[config.mk]
export PLATFORM = sky130hd
export DESIGN_NAME = port_power_mgr
export DESIGN_NICKNAME = d
export VERILOG_FILES = /design/src/rtl/ppm_pkg.sv /design/src/rtl/ovc_filter.sv /design/src/rtl/port_switch_ctrl.sv /design/src/rtl/port_power_mgr.sv
export SDC_FILE = /design/constraint.sdc
export NUM_CORES = 1
export LEC_CHECK = 0
export BUFFER_PORTS_ARGS = -buffer_cell sky130_fd_sc_hd__buf_2
export CAP_MARGIN = 40
export CORE_UTILIZATION = 45
export CTS_BUF_LIST = sky130_fd_sc_hd__clkbuf_4 sky130_fd_sc_hd__clkbuf_8 sky130_fd_sc_hd__clkbuf_16
export CTS_CLUSTER_DIAMETER = 30
export DETAILED_ROUTE_END_ITERATION = 12
export PLACE_DENSITY = 0.71
export SLEW_MARGIN = 25
export SYNTH_ARGS = -nofsm -noshare
export SYNTH_HDL_FRONTEND = slang
export SYNTH_SLANG_ARGS = --single-unit
export TNS_END_PERCENT = 100
[constraint.sdc]
create_clock -name clk -period 2.2 [get_ports clk]
set_input_delay 0 -clock clk [delete_from_list [all_inputs] [get_ports clk]]
set_output_delay 0 -clock clk [all_outputs]
set_load 0.005 [all_outputs]
[src/rtl/ppm_pkg.sv]
package ppm_pkg;
  typedef enum logic {
    CTL_PER_PORT = 1'b0,
    CTL_GANGED   = 1'b1
  } ctl_mode_e;
endpackage

[src/rtl/ovc_filter.sv]
module ovc_filter #(
  parameter int FILT_CYCLES = 8
) (
  input  logic clk,
  input  logic rst_n,
  input  logic ovc_n_i,
  output logic trip_o,
  output logic over_o
);
  localparam int CW = $clog2(FILT_CYCLES + 1);
  localparam logic [CW-1:0] LIM = CW'(FILT_CYCLES - 1);

  logic [CW-1:0] run_q;
  logic          over_q;

  always_ff @(posedge clk) begin
    if (!rst_n) begin
      run_q  <= '0;
      over_q <= 1'b0;
    end else if (ovc_n_i) begin
      run_q  <= '0;
      over_q <= 1'b0;
    end else if (!over_q) begin
      if (run_q == LIM) over_q <= 1'b1;
      else              run_q  <= run_q + 1'b1;
    end
  end

  assign trip_o = !ovc_n_i && !over_q && (run_q == LIM);
  assign over_o = over_q;

  // a trip needs the flag low on the previous edge as well
  assert_trip_needs_run_R3: assert property (@(posedge clk) disable iff (!rst_n)
    trip_o |-> $past(!ovc_n_i));
endmodule

[src/rtl/port_switch_ctrl.sv]
module port_switch_ctrl
  import ppm_pkg::*;
#(
  parameter int NPORT     = 7,
  parameter int BUS_PORTS = 4
) (
  input  logic             clk,
  input  logic             rst_n,
  input  logic             ganged_strap_i,
  input  logic             buspwr_strap_i,
  input  logic [NPORT-1:0] req_on_i,
  input  logic [NPORT-1:0] req_off_i,
  input  logic [NPORT-1:0] trip_i,
  input  logic [NPORT-1:0] over_i,
  output logic [NPORT-1:0] pwr_o,
  output logic [NPORT-1:0] fault_o
);
  ctl_mode_e        mode_q;
  logic             bus_q;
  logic [NPORT-1:0] sup, trip_s, over_s, pwr_q, fault_q;
  logic             g_trip, g_off, g_on;

  always_ff @(posedge clk) begin
    if (!rst_n) begin
      mode_q <= ganged_strap_i ? CTL_GANGED : CTL_PER_PORT;
      bus_q  <= buspwr_strap_i;
    end
  end

  for (genvar i = 0; i < NPORT; i++) begin : g_sup
    assign sup[i] = !bus_q || (i < BUS_PORTS);
  end

  assign trip_s = trip_i & sup;
  assign over_s = over_i & sup;
  assign g_trip = |trip_s;
  assign g_off  = |(req_off_i & sup);
  assign g_on   = |(req_on_i & sup) && !(|over_s);

  always_ff @(posedge clk) begin
    if (!rst_n) begin
      pwr_q   <= '0;
      fault_q <= '0;
    end else if (mode_q == CTL_GANGED) begin
      if (g_trip) begin
        pwr_q   <= '0;
        fault_q <= sup;
      end else if (g_off) begin
        pwr_q   <= '0;
      end else if (g_on) begin
        pwr_q   <= sup;
        fault_q <= '0;
      end
    end else begin
      for (int i = 0; i < NPORT; i++) begin
        if (trip_s[i]) begin
          pwr_q[i]   <= 1'b0;
          fault_q[i] <= 1'b1;
        end else if (req_off_i[i]) begin
          pwr_q[i]   <= 1'b0;
        end else if (req_on_i[i] && sup[i] && !over_s[i]) begin
          pwr_q[i]   <= 1'b1;
          fault_q[i] <= 1'b0;
        end
      end
    end
  end

  assign pwr_o   = pwr_q;
  assign fault_o = fault_q;

  for (genvar i = 0; i < NPORT; i++) begin : g_chk
    // a supported port that trips is unpowered afterwards
    assert_trip_drops_R4: assert property (@(posedge clk) disable iff (!rst_n)
      trip_s[i] |=> !pwr_q[i]);
    // unsupported ports never carry power
    assert_unsup_off_R7: assert property (@(posedge clk) disable iff (!rst_n)
      !sup[i] |-> !pwr_q[i]);
  end

  // ganged ports are all on or all off
  assert_gang_together_R6: assert property (@(posedge clk) disable iff (!rst_n)
    (mode_q == CTL_GANGED) |-> ((pwr_q == '0) || (pwr_q == sup)));
endmodule

[src/rtl/port_power_mgr.sv]
module port_power_mgr #(
  parameter int NPORT       = 7,
  parameter int BUS_PORTS   = 4,
  parameter int FILT_CYCLES = 8
) (
  input  logic             clk,
  input  logic             rst_n,
  input  logic             ganged_strap_i,
  input  logic             buspwr_strap_i,
  input  logic             hub_cfg_i,
  input  logic             suspend_i,
  input  logic [NPORT-1:0] req_on_i,
  input  logic [NPORT-1:0] req_off_i,
  input  logic [NPORT-1:0] ovc_n_i,
  output logic [NPORT-1:0] pwr_en_n_o,
  output logic [NPORT-1:0] fault_o,
  output logic             led_cfg_o,
  output logic             led_cfg_oe_o,
  output logic             led_anypwr_o,
  output logic             led_anypwr_oe_o,
  output logic             led_nodis_o,
  output logic             led_nodis_oe_o
);
  logic [NPORT-1:0] trip, over, pwr, fault;

  for (genvar i = 0; i < NPORT; i++) begin : g_filt
    ovc_filter #(.FILT_CYCLES(FILT_CYCLES)) u_filt (
      .clk    (clk),
      .rst_n  (rst_n),
      .ovc_n_i(ovc_n_i[i]),
      .trip_o (trip[i]),
      .over_o (over[i])
    );
  end

  port_switch_ctrl #(.NPORT(NPORT), .BUS_PORTS(BUS_PORTS)) u_ctrl (
    .clk           (clk),
    .rst_n         (rst_n),
    .ganged_strap_i(ganged_strap_i),
    .buspwr_strap_i(buspwr_strap_i),
    .req_on_i      (req_on_i),
    .req_off_i     (req_off_i),
    .trip_i        (trip),
    .over_i        (over),
    .pwr_o         (pwr),
    .fault_o       (fault)
  );

  logic awake;
  assign awake           = !suspend_i;
  assign pwr_en_n_o      = ~pwr;
  assign fault_o         = fault;
  assign led_cfg_o       = awake && hub_cfg_i;
  assign led_anypwr_o    = awake && (|pwr);
  assign led_nodis_o     = awake && !(|fault);
  assign led_cfg_oe_o    = awake;
  assign led_anypwr_oe_o = awake;
  assign led_nodis_oe_o  = awake;

  // a newly latched fault pulls the no-fault indicator low
  assert_nodis_drops_R11: assert property (@(posedge clk) disable iff (!rst_n)
    ($rose(|fault) && !suspend_i) |-> !led_nodis_o);
endmodule

Word level (Yosys, flattened, before mapping):

Cells that the tools add are included.

* word-level logic and storage cells: 240
* register bits after elaboration: 51
* output and inout bits: 20
* bits of input ports: 27

* $add $sub $neg: 7
* equal/unequal tests: 17
* bitwise logic cells: 20
* reduce and logical (&&, ||, !) cells: 101
* muxes and demuxes: 65

Operators by type and width (number)
* 1-bit 2-to-1 mux: 57
* 7-bit 2-to-1 mux: 8
* 7-bit OR reduction: 6
* 4-bit by 1-bit adder with 4-bit output, second input constant: 7
* 7-bit bitwise AND: 4
* 4-bit by 3-bit == test with 1-bit output, second input constant: 7
* 1-bit logical AND: 28
* 2-bit AND reduction: 14
* 4-bit AND reduction: 7
* 4-bit nonzero test: 7
* 1-bit zero test: 25
* 3-bit by 1-bit inequality test with 1-bit output, second input constant: 7
* 3-bit nonzero test: 7
* 1-bit inverter: 15
* 2-bit OR reduction: 7
* 7-bit inverter: 1
* 3-bit inequality test, second input constant: 2
* 4-bit inequality test, second input constant: 1

Longest topological paths before layout:

Gate-level depths: netlist (run 1).

* word-level depth: 9
* mapped depth: 8
* depth with buffers taken out: 7

Cells and area by module:

Synthesis (run 1) repeated with hierarchy kept, for this count alone.

* cell total of the unflattened synthesis: 306
* area, all modules: 2650.0 um2

Modules (own cells, without submodules)
* ovc_filter: instances 7, seq. area each 100.1 um2, area an instance 235.2 um2, cells an instance 26
* port_switch_ctrl: instances 1, seq. area each 340.3 um2, area an instance 915.9 um2, cells an instance 108
* port_power_mgr: instances 1, seq. area each 0.0 um2, area an instance 87.6 um2, cells an instance 16

Worst setup path after synthesis (run 1):

OpenSTA, ideal clock, no wires.

* kind: register to register
* start: register g_filt[1].u_filt.run_q[0]
* end: register u_ctrl.fault_q[6] (netlist: u_ctrl.fault_o[6])
* buffers on the path: 1
* clock period less this slack: 1.954 ns
* setup time: 0.066 ns
* required time: 2.134 ns
* path slack: 0.246 ns
* stages on the path, launching flop included: 9
* data arrival time: 1.888 ns
* cell sequence: dfxtp_1 ha_1 or2b_1 nor4b_4 nor4_2 and2_1 buf_6 a221o_1 a21oi_2

* cells in the longest elaborated chain, start to end: 6
* elaborated cells between the ends (all ways): 9
* classes of those cells: 3 x eq/ne; 2 x mux; 1 x bitwise; 3 x reduce/logical

RTL lines
* start: declaration: RTL line ovc_filter.sv:13 `logic [CW-1:0] run_q;`
* start signal: assignment: RTL line ovc_filter.sv:25 `else run_q <= run_q + 1'b1;`
* 4-bit by 3-bit == test with 1-bit output (*): RTL line ovc_filter.sv:29 `assign trip_o = !ovc_n_i && !over_q && (run_q == LIM);`
* 1-bit logical AND (*): RTL line ovc_filter.sv:29
* 7-bit bitwise AND (*): RTL line port_switch_ctrl.sv:34 `assign trip_s = trip_i & sup;`
* 7-bit OR reduction (*): RTL line port_switch_ctrl.sv:36 `assign g_trip = |trip_s;`
* 3-bit inequality test (no source line) or 7-bit 2-to-1 mux (tied branches)
* 4-bit AND reduction (no source line) or 7-bit 2-to-1 mux (tied branches)
* end signal: assignment: RTL line port_switch_ctrl.sv:47 `fault_q <= sup;`
* end: declaration: RTL line port_switch_ctrl.sv:20 `logic [NPORT-1:0] sup, trip_s, over_s, pwr_q, fault_q;`

Mark *: on every way between the ends. The rest lies on a longest branch, timed or not.
A chain may end at the register's enable or synchronous reset.

Final worst setup path (run 1):

Ends and elaborated chain as after synthesis.

==> results of run 1 <==
==> critical path, cell delays in order, from the launching register on <==
cell     delay (ns)
dfxtp_1        0.38
ha_1           0.17
or2b_1         0.29
nor4b_4        0.39
nor4_4         0.11
and2_4         0.21
a221o_1        0.36
a21oi_2        0.09
==> worst min path at each step <==
stage	start	end	slack, ns	cells past startpoint
4_1_cts	req_off_i[5]	u_ctrl.pwr_o[5]	0.004	3
3_3_place_gp	ganged_strap_i	u_ctrl.mode_q	0.18	1
2_1_floorplan	suspend_i	led_anypwr_o	0.03	1
6_report	req_off_i[5]	u_ctrl.pwr_o[5]	0.01	3
5_1_grt	req_off_i[5]	u_ctrl.pwr_o[5]	0.03	3
3_5_place_dp	ganged_strap_i	u_ctrl.mode_q	0.18	1
==> kinds of logic (layout without fill, tap and decap cells) <==
| group | count (synthesis) | in the layout | synth area share, % |
|---|---|---|---|
| multiplexers | 12 | 12 | 4.69 |
| XOR/XNOR | 14 | 14 | 4.79 |
| AND/OR/NAND/NOR | 124 | 124 | 27.0 |
| buffers and inverters | 29 | 81 | 5.13 |
| flip-flops | 51 | 51 | 40.7 |
| adder cells (fa/ha/maj) | 7 | 7 | 3.42 |
| AO/OA/AOI/OAI | 52 | 52 | 14.3 |
==> sequential cells by signal (all words and copies together), names as in the netlist <==
signal / flops
u_ctrl.pwr_o: 7
g_filt.u_filt.run_q: 28
u_ctrl.fault_o: 7
u_ctrl.bus_q: 1
g_filt.u_filt.over_o: 7
u_ctrl.mode_q: 1
==> routing by layer <==
metal | routed length [um] | track usage [%] | part of all wire (%)
met3 | 296 | 5.53 | 5.2
met2 | 2780 | 33.9 | 48
met1 | 2570 | 25.8 | 45
met5 | 0 | 0 | 0
met4 | 89 | 6.60 | 1.6
==> through the flow <==
step	area [um^2]	hold WS, ns	power [uW]	util [%]	setup slack [ns]
after floorplan	2560	0.0294	1110	-	0.246
after global placement	2850	0.180	1190	51.8	0.0981
after detailed placement	2850	0.179	1200	51.8	-0.00930
after CTS	2990	0.00438	1860	54.3	0.0640
after global routing	3010	0.0284	1940	54.7	0.0250
final	3010	0.00965	1850	54.7	0.132
==> placed cells by master, fill, tap and decap left out, types with 2 or more instances in the layout <==
| cell | instances |
|---|---|
| a211oi_1 | 2 |
| a21boi_0 | 3 |
| a21oi_1 | 12 |
| a22oi_1 | 4 |
| a31oi_1 | 7 |
| and3_1 | 2 |
| buf_2 | 46 |
| buf_4 | 4 |
| clkbuf_8 | 6 |
| dfxtp_1 | 49 |
| dlygate4sd3_1 | 2 |
| edfxtp_1 | 2 |
| ha_1 | 7 |
| inv_1 | 21 |
| mux2i_1 | 11 |
| nand2_1 | 14 |
| nand2b_1 | 11 |
| nand3_1 | 2 |
| nand3b_1 | 3 |
| nand4_1 | 10 |
| nor2_1 | 47 |
| nor2b_1 | 8 |
| nor3_1 | 4 |
| nor4_1 | 4 |
| nor4_4 | 2 |
| nor4b_4 | 2 |
| o21ai_0 | 4 |
| o31ai_1 | 3 |
| o41ai_1 | 4 |
| or3_1 | 6 |
| or3b_1 | 2 |
| or4_1 | 2 |
| xnor2_1 | 10 |
| xor2_1 | 4 |
==> final cells by class <==
class	count	area, um^2	area share, %
tap	72	90.1	2.99
inverter	21	78.8	2.62
clock inverter	2	35.0	1.16
clock buffer	6	82.6	2.74
multi-input combinational	209	1400	46.6
timing repair buffer	52	280	9.31
sequential	51	1040	34.6
==> report_power, final <==
part | switching (uW) | leakage, uW | internal, uW | total (uW)
logic | 106 | 0.000796 | 92.3 | 198
clock network | 305 | 0.0000612 | 368 | 674
registers | 23.0 | 0.000418 | 957 | 980
total | 434 | 0.00128 | 1420 | 1850
==> what timing repair did <==
action / in CTS / in global routing
hold buffers: 2 / 0
buffers inserted: 0 / 1
pin swaps: 0 / 2
gates resized for setup: 1 / 3
setup endpoints to repair: 2 / 8
endpoints found under the hold margin: 2 / 0
cloned: 0 / 0
==> impl_table.tex, run 1 <==
\begin{tabular}{lr}
\hline
Metric & Value \\
\hline
\multicolumn{2}{l}{\textbf{Detailed routing}} \\
Mean routed wirelength per cell & 13.9 um \\
Total detailed-routing wirelength & 5.73 mm \\
DR pass1 iterations & 4 \\
Routed via count divided by cell count & 5.52 \\
Final ANT Viol Nets & 0 \\
Iteration-0 DRC count of the detailed router & 205 \\
DRC & 0 \\
Detailed-route via count & 2278 \\
\multicolumn{2}{l}{\textbf{Synthesis}} \\
Top cell type's share of synthesized area & 38.3\% \\
Number of synthesized flops with an enable pin & 2 \\
Most used standard cell by instance count after synthesis & dfxtp\_1 \\
Cells taking the most area after synthesis & dfxtp\_1 38\%, nor2\_1 6.9\%, mux2i\_1 4.7\% \\
Dominant cell type by area after synthesis & dfxtp\_1 \\
Gate Count Post-Synth & 289 \\
Total standard cell area after synthesis & 0.00256 mm\^{}2 \\
Flops \& latches, synth & 51 \\
Post-Syn Nets & 323 \\
Top flip-flop cell by instance count after synthesis & dfxtp\_1 \\
Yosys warns & 0 \\
Share of flip-flops with an asynchronous set or reset after synthesis & 0\% \\
Sequential cell area fraction in the yosys report & 40.7\% \\
Average footprint of a synthesized cell & 8.86 um\^{}2 \\
Yosys cell types & 51 \\
Commonest cells post-synth & 49 x dfxtp\_1, 47 x nor2\_1, 21 x inv\_1, 14 x nand2\_1 \\
\multicolumn{2}{l}{\textbf{Pwr}} \\
Power density relative to cell area & 615 mW/mm\^{}2 \\
Max rail drop VDD & 486 uV \\
Static power due to leakage & 0.00128 uW \\
\multicolumn{2}{l}{\textbf{Min path}} \\
Worst hold path class & input port to flip-flop \\
\multicolumn{2}{l}{\textbf{Setup path}} \\
Crit end category & flip-flop \\
Data arrival time of the critical path & 2.31 ns \\
Maximum fanout along the worst path & 8 \\
Slack of the worst reg-to-reg path & 0.13 ns \\
Origin of the critical flop-to-flop path & g\_filt[1].u\_filt.run\_q[0] \\
Reg-to-reg critical path endpoint & u\_ctrl.fault\_o[6] \\
Startpoint of the most critical setup path & g\_filt[1].u\_filt.run\_q[0] \\
Worst EP required & 2.44 ns \\
Logic depth of the worst register-to-register path & 7 \\
Type of the worst setup path & flip-flop to flip-flop \\
Nature of the critical path startpoint & flip-flop \\
Endpoint of the most critical setup path & u\_ctrl.fault\_o[6] \\
\multicolumn{2}{l}{\textbf{STA}} \\
Transition at the pin with the smallest max-transition slack & 0.502 ns \\
Max-slew violations & 0 \\
Share of the cycle needed by the critical path after routing & 94.0\% \\
Clock period minus worst slack & 2.07 ns \\
Max transition margin & 66.3\% \\
Peak clock frequency supported by timing & 0.483 GHz \\
Setup TNS Final & 0 ns \\
Unrepaired setup endpoints after global routing & false \\
Count of final setup violators & 0 \\
Final setup skew & 0.00858 ns \\
Final hold violation count & 0 \\
\multicolumn{2}{l}{\textbf{Placement}} \\
Port buffer count & 46 \\
DP HPWL & 4.43 mm \\
Number of cells after detailed placement & 402 \\
Routability congestion estimate & 0.889 \\
\multicolumn{2}{l}{\textbf{Global route}} \\
Initial antenna violation count & 0 \\
Pin count of the biggest net entering global routing & 21 \\
Overall Global Routing Usage & 20.5\% \\
Number of global-route vias before repair & 2191 \\
Aggregate global routing overflow & 0 \\
Global-route wire length before repair & 9.82 mm \\
\multicolumn{2}{l}{\textbf{Run status}} \\
Status & complete, no violations \\
\multicolumn{2}{l}{\textbf{Floorplan}} \\
Vertical die dimension & 77.4 um \\
Std cell rows & 27 \\
Std-Cell Core Area & 0.00551 mm\^{}2 \\
Initial core utilization & 46.5\% \\
Number of top-level design ports & 47 \\
Chip Width & 77.4 um \\
Die ar. & 0.00599 mm\^{}2 \\
\multicolumn{2}{l}{\textbf{Clocking}} \\
TritonCTS clock tree & done \\
Clock latency on the worst-skew pair & 0.30 ns \\
Clock-pin slew on the worst setup and hold paths & 0.09 ns \\
Clock sink count & 51 \\
Number of buffers between clock root and the deepest sink & 2 \\
Total number of H-tree levels & 2 \\
Cts bufs inserted & 5 \\
Cell chosen for the clock root & clkbuf\_8 \\
\multicolumn{2}{l}{\textbf{Layout}} \\
Post-layout nets & 374 \\
Non-filler instance count after layout & 413 \\
Layout cells sized above 1 & 19.6\% \\
Number of fill cells in the layout & 519 \\
Ant. Diodes & 0 \\
Post-synthesis to final-layout area growth & 17.6\% \\
\multicolumn{2}{l}{\textbf{Job}} \\
Number of max-capacitance violations reported & 0 \\
\hline
\end{tabular}
No activity file was read; power rests on OpenSTA's default activity.
==> inputs of run 2 (changes only) <==
--- a/config.mk
+++ b/config.mk
@@ -10,6 +10,7 @@
 export CORE_UTILIZATION = 45
 export CTS_BUF_LIST = sky130_fd_sc_hd__clkbuf_4 sky130_fd_sc_hd__clkbuf_8 sky130_fd_sc_hd__clkbuf_16
 export CTS_CLUSTER_DIAMETER = 30
+export CTS_CLUSTER_SIZE = 28
 export DETAILED_ROUTE_END_ITERATION = 12
 export PLACE_DENSITY = 0.71
 export SLEW_MARGIN = 25
==> constraint.sdc (replaced) <==
create_clock -name clk -period 2.2 [get_ports clk]
set_input_delay 0 -clock clk [delete_from_list [all_inputs] [get_ports clk]]
set_output_delay 0 -clock clk [all_outputs]
set_load 0.1 [all_outputs]
==> impl_table.tex, run 2 (synthesized netlist as in run 1, its figures left out) <==
\begin{tabular}{lr}
\hline
Metric & Value \\
\hline
\multicolumn{2}{l}{\textbf{Floorplan}} \\
Vertical die dimension & 77.4 um \\
Die ar. & 0.00599 mm\^{}2 \\
Initial core utilization & 46.5\% \\
Std cell rows & 27 \\
Number of top-level design ports & 47 \\
Std-Cell Core Area & 0.00551 mm\^{}2 \\
Chip Width & 77.4 um \\
\multicolumn{2}{l}{\textbf{Global route}} \\
Global-route wire length before repair & 9.40 mm \\
Aggregate global routing overflow & 0 \\
Number of global-route vias before repair & 2060 \\
Overall Global Routing Usage & 20.0\% \\
Pin count of the biggest net entering global routing & 21 \\
Initial antenna violation count & 0 \\
\multicolumn{2}{l}{\textbf{Job}} \\
Number of max-capacitance violations reported & 0 \\
\multicolumn{2}{l}{\textbf{Detailed routing}} \\
Detailed-route via count & 2260 \\
DRC & 0 \\
Mean routed wirelength per cell & 13.9 um \\
Final ANT Viol Nets & 0 \\
DR pass1 iterations & 5 \\
Total detailed-routing wirelength & 5.74 mm \\
Routed via count divided by cell count & 5.47 \\
Iteration-0 DRC count of the detailed router & 114 \\
\multicolumn{2}{l}{\textbf{Layout}} \\
Ant. Diodes & 0 \\
Register name with the most flops & g\_filt.u\_filt.run\_q \\
Commonest cells after routing, fill and taps aside & 49 x dfxtp\_1, 46 x nor2\_1, 46 x buf\_2 \\
Commonest non-fill, non-tap cell in the layout & dfxtp\_1 \\
Layout cells sized above 1 & 20.2\% \\
Post-synthesis to final-layout area growth & 17.1\% \\
Number of flip-flops in the largest register & 28 \\
Post-layout nets & 374 \\
\multicolumn{2}{l}{\textbf{STA}} \\
Count of final setup violators & 0 \\
Clock period minus worst slack & 2.06 ns \\
Max-slew violations & 0 \\
Max transition margin & 65.4\% \\
Final hold violation count & 0 \\
Unrepaired setup endpoints after global routing & false \\
Setup TNS Final & 0 ns \\
Share of the cycle needed by the critical path after routing & 93.7\% \\
Peak clock frequency supported by timing & 0.485 GHz \\
Transition at the pin with the smallest max-transition slack & 0.514 ns \\
Smallest hold slack & 0.0137 ns \\
Final setup skew & 0.00722 ns \\
\multicolumn{2}{l}{\textbf{Min path}} \\
Worst hold path class & input port to flip-flop \\
\multicolumn{2}{l}{\textbf{Clocking}} \\
Clock-pin slew on the worst setup and hold paths & 0.09 ns \\
Clock sink count & 51 \\
Number of buffers inserted by post-CTS setup repair & 0 \\
Clock latency on the worst-skew pair & 0.31 ns \\
TritonCTS clock tree & done \\
Number of buffers between clock root and the deepest sink & 2 \\
Cell chosen for the clock root & clkbuf\_8 \\
Cts bufs inserted & 5 \\
Total number of H-tree levels & 2 \\
\multicolumn{2}{l}{\textbf{Pwr}} \\
Power density relative to cell area & 633 mW/mm\^{}2 \\
Static power due to leakage & 0.00127 uW \\
Max rail drop VDD & 287 uV \\
\multicolumn{2}{l}{\textbf{Setup path}} \\
Crit end category & flip-flop \\
Type of the worst setup path & flip-flop to flip-flop \\
Biggest cell delay along the critical path & 0.37 ns \\
Data arrival time of the critical path & 2.23 ns \\
Maximum fanout along the worst path & 7 \\
Crit-path slowest cell & nand4\_1 \\
Worst EP required & 2.37 ns \\
Nature of the critical path startpoint & flip-flop \\
Cells along the critical path & ha\_1 -> nand2b\_1 -> o22ai\_2 -> nor4\_4 -> nand4\_1 -> o41ai\_1 -> a22oi\_1 \\
Slack of the worst reg-to-reg path & 0.14 ns \\
\multicolumn{2}{l}{\textbf{Run status}} \\
Status & complete, no violations \\
\multicolumn{2}{l}{\textbf{Placement}} \\
Port buffer count & 46 \\
Routability congestion estimate & 0.900 \\
DP HPWL & 4.41 mm \\
\hline
\end{tabular}
run 2: layout make-up:
cell class	count	area (um^2)
fillers	512	2510
multi-input cells	209	1410
flip-flops and latches	51	1040
repair buffers	52	280
clock buffers	7	90.1
well taps	72	90.1
inverters	21	78.8
clock inverters	1	5.00
run 2: path summary, 6_finish.rpt:
kind                              from               to  depth (start not counted)
min reg2reg            u_ctrl.pwr_o[2]  u_ctrl.pwr_o[2]                          2
min                       req_off_i[4]  u_ctrl.pwr_o[4]                          3
max          g_filt[0].u_filt.run_q[0]  u_ctrl.pwr_o[0]                          7
max reg2reg  g_filt[0].u_filt.run_q[0]  u_ctrl.pwr_o[0]                          7
run 2: per-stage QoR:
step	area (um^2)	instances	setup slack (ns)	utilization (%)	total power (uW)
floorplan	2570	289	0.0861	-	1270
global placement	2870	403	0.107	52.1	1340
detailed placement	2870	403	0.0208	52.1	1350
CTS	2980	413	0.0755	54.2	1910
global route	3000	413	0.0283	54.4	1980
finish	3000	413	0.139	54.4	1900
run 2: routing by layer:
metal | global-route usage, % | share of wire, % | wire, um | vias to the layer above
met5 | 0 | 0 | 0 | -
met4 | 8.68 | 2.5 | 145 | 0
met3 | 5.06 | 5.4 | 307 | 17
met2 | 33.2 | 47 | 2670 | 67
met1 | 24.4 | 46 | 2620 | 1049
li1 | - | - | - | 1127
run 2: worst max-delay path, delay by kind of cell, from the launching register on:
family | cells | cell delay (ns)
AOI/OAI and AO/OA | 3 | 0.48
adders and majority gates | 1 | 0.21
DFF | 1 | 0.34
and+or+nand+nor | 3 | 0.89
run 2: power by group:
part	internal (uW)	total [uW]	switching (uW)
Combinational	94.0	350	256
Clock	267	570	303
Sequential	957	979	22.5
Total	1320	1900	582
run 2: repair_timing:
action	in CTS	in global routing
gates resized for setup	1	3
setup endpoints to repair	1	8
hold endpoints to repair	2	0
hold buffers	2	0
